===== src/rtl/prom_pkg.sv =====
package prom_pkg;
  typedef enum logic [2:0] {
    MD_FLOAT  = 3'd0,
    MD_READ   = 3'd1,
    MD_VERIFY = 3'd2,
    MD_ID     = 3'd3,
    MD_PROG   = 3'd4
  } prom_mode_e;

  // bit 7 chosen so that the 8-bit code has an odd number of ones
  function automatic logic [7:0] odd_par_code(input logic [6:0] payload);
    return {~(^payload), payload};
  endfunction
endpackage


===== src/rtl/prom_mode_decode.sv =====
module prom_mode_decode
  import prom_pkg::*;
(
  input  logic       busy,
  input  logic       chip_en_n,
  input  logic       out_en_n,
  input  logic       prog_n,
  input  logic       prog_prev,
  input  logic       vpp_hv,
  input  logic       id_hv,
  output prom_mode_e mode,
  output logic       burn
);
  always_comb begin
    if (busy || chip_en_n)        mode = MD_FLOAT;
    else if (vpp_hv && !prog_n)   mode = MD_PROG;
    else if (out_en_n)            mode = MD_FLOAT;
    else if (id_hv)               mode = MD_ID;
    else if (vpp_hv)              mode = MD_VERIFY;
    else                          mode = MD_READ;
  end

  // a write fires only on a sampled strobe fall with the output gate off
  assign burn = (mode == MD_PROG) && prog_prev && out_en_n;
endmodule


===== src/rtl/prom_array.sv =====
module prom_array #(
  parameter int ADDR_W = 6,
  parameter int DATA_W = 16,
  localparam int DEPTH = 1 << ADDR_W
) (
  input  logic              clk,
  input  logic              rst,
  input  logic              erase_req,
  input  logic [ADDR_W-1:0] addr,
  input  logic              wr_req,
  input  logic [DATA_W-1:0] wr_bits,
  output logic [DATA_W-1:0] rd_data,
  output logic              busy
);
  logic [DATA_W-1:0] mem [DEPTH];
  logic [ADDR_W-1:0] sweep_ptr;
  logic              pend_v;
  logic [ADDR_W-1:0] pend_addr;
  logic [DATA_W-1:0] pend_bits;

  // sweep and pending-write control
  always_ff @(posedge clk) begin
    if (rst) begin
      busy      <= 1'b1;
      sweep_ptr <= '0;
      pend_v    <= 1'b0;
      pend_addr <= '0;
      pend_bits <= '0;
    end else begin
      pend_v <= wr_req && !busy;
      if (wr_req && !busy) begin
        pend_addr <= addr;
        pend_bits <= wr_bits;
      end
      if (busy) begin
        sweep_ptr <= sweep_ptr + 1'b1;
        if (sweep_ptr == ADDR_W'(DEPTH - 1)) busy <= 1'b0;
      end else if (erase_req) begin
        busy      <= 1'b1;
        sweep_ptr <= '0;
      end
    end
  end

  // RAM: one write port, registered read (read-first)
  always_ff @(posedge clk) begin
    if (busy)
      mem[sweep_ptr] <= '1;
    else if (pend_v)
      mem[pend_addr] <= rd_data & pend_bits;
    rd_data <= mem[addr];
  end
endmodule


===== src/rtl/prom_id_code.sv =====
module prom_id_code
  import prom_pkg::*;
#(
  parameter int          DATA_W  = 16,
  parameter logic [6:0]  MFR_PAY = 7'h01,
  parameter logic [6:0]  DEV_PAY = 7'h0C
) (
  input  logic              sel_dev,
  output logic [DATA_W-1:0] code
);
  localparam logic [7:0] MFR_CODE = odd_par_code(MFR_PAY);
  localparam logic [7:0] DEV_CODE = odd_par_code(DEV_PAY);

  assign code = DATA_W'(sel_dev ? DEV_CODE : MFR_CODE);
endmodule


===== src/rtl/prom_out_stage.sv =====
module prom_out_stage
  import prom_pkg::*;
#(
  parameter int DATA_W = 16
) (
  input  logic              clk,
  input  logic              rst,
  input  prom_mode_e        mode_q,
  input  logic              addr_bad_q,
  input  logic [DATA_W-1:0] word_q,
  input  logic [DATA_W-1:0] id_q,
  output logic [DATA_W-1:0] dout,
  output logic              dout_oe,
  output logic              proto_err
);
  always_ff @(posedge clk) begin
    if (rst) begin
      dout      <= '0;
      dout_oe   <= 1'b0;
      proto_err <= 1'b0;
    end else begin
      proto_err <= 1'b0;
      unique case (mode_q)
        MD_READ, MD_VERIFY: begin
          dout    <= word_q;
          dout_oe <= 1'b1;
        end
        MD_ID: begin
          dout      <= addr_bad_q ? '1 : id_q;
          dout_oe   <= 1'b1;
          proto_err <= addr_bad_q;
        end
        default: begin
          dout    <= '0;
          dout_oe <= 1'b0;
        end
      endcase
    end
  end
endmodule


===== src/rtl/prom_ctrl.sv =====
module prom_ctrl
  import prom_pkg::*;
#(
  parameter int ADDR_W = 6,
  parameter int DATA_W = 16
) (
  input  logic              clk,
  input  logic              rst,
  input  logic              chip_en_n,
  input  logic              out_en_n,
  input  logic              prog_n,
  input  logic              vpp_hv,
  input  logic              id_hv,
  input  logic              erase,
  input  logic [ADDR_W-1:0] addr,
  input  logic [DATA_W-1:0] din,
  output logic [DATA_W-1:0] dout,
  output logic              dout_oe,
  output logic              proto_err
);
  prom_mode_e        mode_now, mode_q;
  logic              burn, prog_prev, sweep_busy;
  logic              addr_bad_q;
  logic [DATA_W-1:0] word_q, id_now, id_q;

  always_ff @(posedge clk) begin
    if (rst) prog_prev <= 1'b1;
    else     prog_prev <= prog_n;
  end

  prom_mode_decode u_dec (
    .busy(sweep_busy), .chip_en_n(chip_en_n), .out_en_n(out_en_n),
    .prog_n(prog_n), .prog_prev(prog_prev), .vpp_hv(vpp_hv),
    .id_hv(id_hv), .mode(mode_now), .burn(burn)
  );

  prom_array #(.ADDR_W(ADDR_W), .DATA_W(DATA_W)) u_arr (
    .clk(clk), .rst(rst), .erase_req(erase), .addr(addr),
    .wr_req(burn), .wr_bits(din), .rd_data(word_q), .busy(sweep_busy)
  );

  prom_id_code #(.DATA_W(DATA_W)) u_id (
    .sel_dev(addr[0]), .code(id_now)
  );

  // first stage: mode and identifier, aligned with the RAM read
  always_ff @(posedge clk) begin
    if (rst) begin
      mode_q     <= MD_FLOAT;
      addr_bad_q <= 1'b0;
      id_q       <= '0;
    end else begin
      mode_q     <= mode_now;
      addr_bad_q <= |addr[ADDR_W-1:1];
      id_q       <= id_now;
    end
  end

  prom_out_stage #(.DATA_W(DATA_W)) u_out (
    .clk(clk), .rst(rst), .mode_q(mode_q), .addr_bad_q(addr_bad_q),
    .word_q(word_q), .id_q(id_q), .dout(dout), .dout_oe(dout_oe),
    .proto_err(proto_err)
  );
endmodule


===== config.mk =====
export PLATFORM = sky130hd
export DESIGN_NAME = prom_ctrl
export DESIGN_NICKNAME = d
export VERILOG_FILES = /design/src/rtl/prom_pkg.sv /design/src/rtl/prom_mode_decode.sv /design/src/rtl/prom_array.sv /design/src/rtl/prom_id_code.sv /design/src/rtl/prom_out_stage.sv /design/src/rtl/prom_ctrl.sv
export SDC_FILE = /design/constraint.sdc
export NUM_CORES = 1
export LEC_CHECK = 0
export BUFFER_PORTS_ARGS = -buffer_cell sky130_fd_sc_hd__buf_2
export CAP_MARGIN = 10
export CORE_ASPECT_RATIO = 0.8
export CORE_UTILIZATION = 39
export DETAILED_ROUTE_END_ITERATION = 10
export GPL_TIMING_DRIVEN = 0
export PLACE_DENSITY = 0.53
export SYNTH_ARGS = -nofsm -noshare
export SYNTH_HDL_FRONTEND = slang
export SYNTH_SLANG_ARGS = --single-unit

===== constraint.sdc =====
create_clock -name clk -period 4.9 [get_ports clk]
set_clock_uncertainty 0.2 [all_clocks]
set_input_delay 0.98 -clock clk [delete_from_list [all_inputs] [get_ports clk]]
set_output_delay 0.98 -clock clk [all_outputs]
set_load 0.05 [all_outputs]

==> run metrics <==
outcome=completed; Reg-to-Reg End=u_arr.mem[61][5]; YS warnings=0; post-route insts no fill=roughly 3800; mux cell area share after synthesis=roughly 15%; commonest non-fill, non-tap cell in the layout=edfxtp_1; antenna violations before repair=6; total CTS buffers=around 110; critical path required time=~5.2 ns; post-synth top area cell=edfxtp_1; vias in the first global route=~22000; Reg2Reg Setup Slack=about 0.83 ns; RSZ-0062 raised after global routing=no; Seq/Total Area, Yosys=76.9%; area of the multi-input gates=between 0.009 and 0.01 mm²; area taken by flip-flops and latches=0.0322 mm²; Syn Std Cell Area=roughly 0.042 mm²; crit path launch type=input port; Critical Setup Path Class=in2reg; post-synth top area share=approximately three quarters; Die X=between 300 and 400 µm; xor/xnor cell area share of the yosys netlist=0.0209%; #FFs+latches synth=between 1000 and 1500; all-layer global routing usage=between 20% and 30%; Least-Margin Pin Slew=~1.2 ns; final hold viol count=0; largest net degree at the start of global routing=65; worst min path class=reg2reg; Post-Syn Nets=2142; Synth Area in Compound Gates=~3.7%; largest cells by area after synthesis=edfxtp_1 73%, mux4_2 12%, dfxtp_1 3.4%; initial cell density of the core=about two fifths; first-pass GRT wire length=~180 mm; height of the die=295 µm; async set-reset flop share out of synthesis=0%; FILL cells=between 8000 and 9000; wire per inst=~33 µm; Cell Rows=~110; area delta synth->final=16.4%; CTS Buffer Depth=3; total gr overflow=0; Post-synth EDFFs=a little over 1000; Leakage=approximately 18 nW; R2R Path Start=u_arr.pend_v; Sink Count=approximately 1100; Max Clk Rate=216 MHz; Hold Crit Depth=2; die area=0.109 mm²; TritonCTS clock tree=done; placed insts=around 3600; adder-cell share of the synthesized area=less than 1%; crit path capture type=flip-flop; fraction of layout cells with a size suffix above 1=a little over a quarter; VDD IR max=roughly 0.29 mV; Final Cycle Share=94.7%; Final #Nets=about 2400; Starting DRT DRC Count=3126; first-pass iteration count of the detailed router=7; clock transition at the registers of the reported paths=roughly 0.060 ns; Mapped Avg Cell Area=between 15 and 20 µm²; Total Wirelength=between 100 and 150 mm; GPL Wtd Cong=between 0.9 and 1; num ports=between 40 and 50; critical path data arrival time=4.91 ns; root buf cell=clkbuf_16; final setup vio count=0; post-synthesis simple-gate area fraction=under 10%; Vias=between 20000 and 25000; Port Buffers=44; Worst Hold Launch=u_arr.pend_bits[9]; H-tree depth reported by CTS=3; TNS Setup=0 ns; most frequent cells in the layout=1024 x edfxtp_1, 214 x mux4_2, 127 x nand2_1; Post-CTS Setup Repair Bufs=0; largest family of logic cells by synthesized area=multiplexers; post-synthesis instance total=between 2000 and 2500; crit path max fanout=10; Slew Limit Fails=0; Final ANT Viol Nets=0; Final HPWL DP=just under 90 mm; PostCTS Resize Cnt=0; Synth cell types=57; Core ar.=about 0.11 mm²; top_reg_cell synth=edfxtp_1; CTS Hold Buffers Added=0; Worst Hold End=u_arr.pend_bits[9]; Worst R2R Path Depth=5; P per Cell Area=387 mW/mm²; # Max-Cap Violations=0; post-layout min period=approximately 4.6 ns; vias per cell=around 5.9; clk_lat worst skew=0.69 ns; relative max-transition margin=between 10% and 20%; DRC viols=0
cell type report:
cell class	count	share of cell area [%]
repair buffers	119	3.07
diodes	5	0.0257
plain buffers	117	1.17
multi-input cells	893	19.1
inverters	6	0.0462
flip-flops and latches	1095	66.0
clock inverters	63	1.08
clock buffers	134	5.83
well taps	1417	3.64
power breakdown:
| group | switching [mW] | leakage [nW] | internal (mW) |
|---|---|---|---|
| Clock | 3.52 | 1.64 | 4.51 |
| Combinational | 0.505 | 4.04 | 0.209 |
| Sequential | 0.0182 | 12.2 | 10.1 |
| Total | 4.04 | 17.9 | 14.8 |
cell families (layout without fill, tap and decap cells):
family	count (synthesis)	count (layout)
DFF	1095	1095
muxes	339	339
and+or+nand+nor	321	321
AOI/OAI and AO/OA	231	231
buffers and inverters	123	439
adders and majority gates	1	1
xor gates and xnor gates	1	1
other	0	5
critical path, cell delays in order:
cell	delay (ns)
buf_2	0.22
clkbuf_1	0.43
buf_2	0.49
buf_2	0.38
buf_1	0.84
o2111ai_1	0.49
a311oi_1	1.04
metrics by stage:
step / util, % / hold WS (ns) / power, mW / instance area [µm²] / setup slack (ns)
final: 45.8 / 0.258 / 18.9 / 48700 / 0.261
after global routing: 45.8 / 0.281 / 19.4 / 48700 / 0.446
after CTS: 45.8 / 0.260 / 19.0 / 48700 / 0.536
after detailed placement: 42.6 / 0.244 / 11.0 / 45400 / -0.193
after global placement: 41.2 / 0.249 / 11.0 / 43900 / -0.162
after floorplan: - / 0.227 / 10.7 / 41900 / 1.89
per-layer routing:
layer / track usage (%) / routed length (µm)
met1: 34.5 / 55900
met2: 35.6 / 57200
met3: 5.86 / 11200
met4: 6.22 / 3570
met5: 0 / 36
sequential cells by signal, indices dropped and copies added, names as in the netlist, 2 cells and up:
| register | cells |
|---|---|
| u_arr.mem | 1024 |
| u_arr.pend_bits | 16 |
| u_arr.rd_data | 16 |
| u_out.dout | 16 |
| u_arr.pend_addr | 6 |
| u_arr.sweep_ptr | 6 |
| mode_q | 3 |
| id_q | 2 |
cells in the mapped netlist (all sizes together), types with 4 or more instances:
| library cell | number |
|---|---|
| mux4 | 214 |
| a31oi | 10 |
| a21o | 19 |
| clkbuf | 53 |
| nor3 | 6 |
| nand2b | 6 |
| a211oi | 13 |
| inv | 6 |
| nand3 | 42 |
| a22oi | 29 |
| or3 | 6 |
| nand2 | 143 |
| a21oi | 63 |
| dfxtp | 71 |
| o221ai | 26 |
| edfxtp | 1024 |
| mux2i | 90 |
| o22ai | 23 |
| buf | 64 |
| mux2 | 35 |
| a22o | 4 |
| o21ai | 15 |
| nor2 | 87 |
| o31ai | 5 |
| nor2b | 9 |
worst max path at each step:
stage / start / endpoint / slack (ns)
final: addr[3] / u_arr.rd_data[8] / 0.26
after floorplan: addr[0] / u_arr.rd_data[7] / 1.89
after detailed placement: addr[3] / u_arr.rd_data[8] / -0.19
after global routing: addr[3] / u_arr.rd_data[8] / 0.45
after CTS: addr[3] / u_arr.rd_data[8] / 0.54
after global placement: addr[3] / u_arr.rd_data[12] / -0.16
Note: power is estimated with default switching activity, not from simulation.
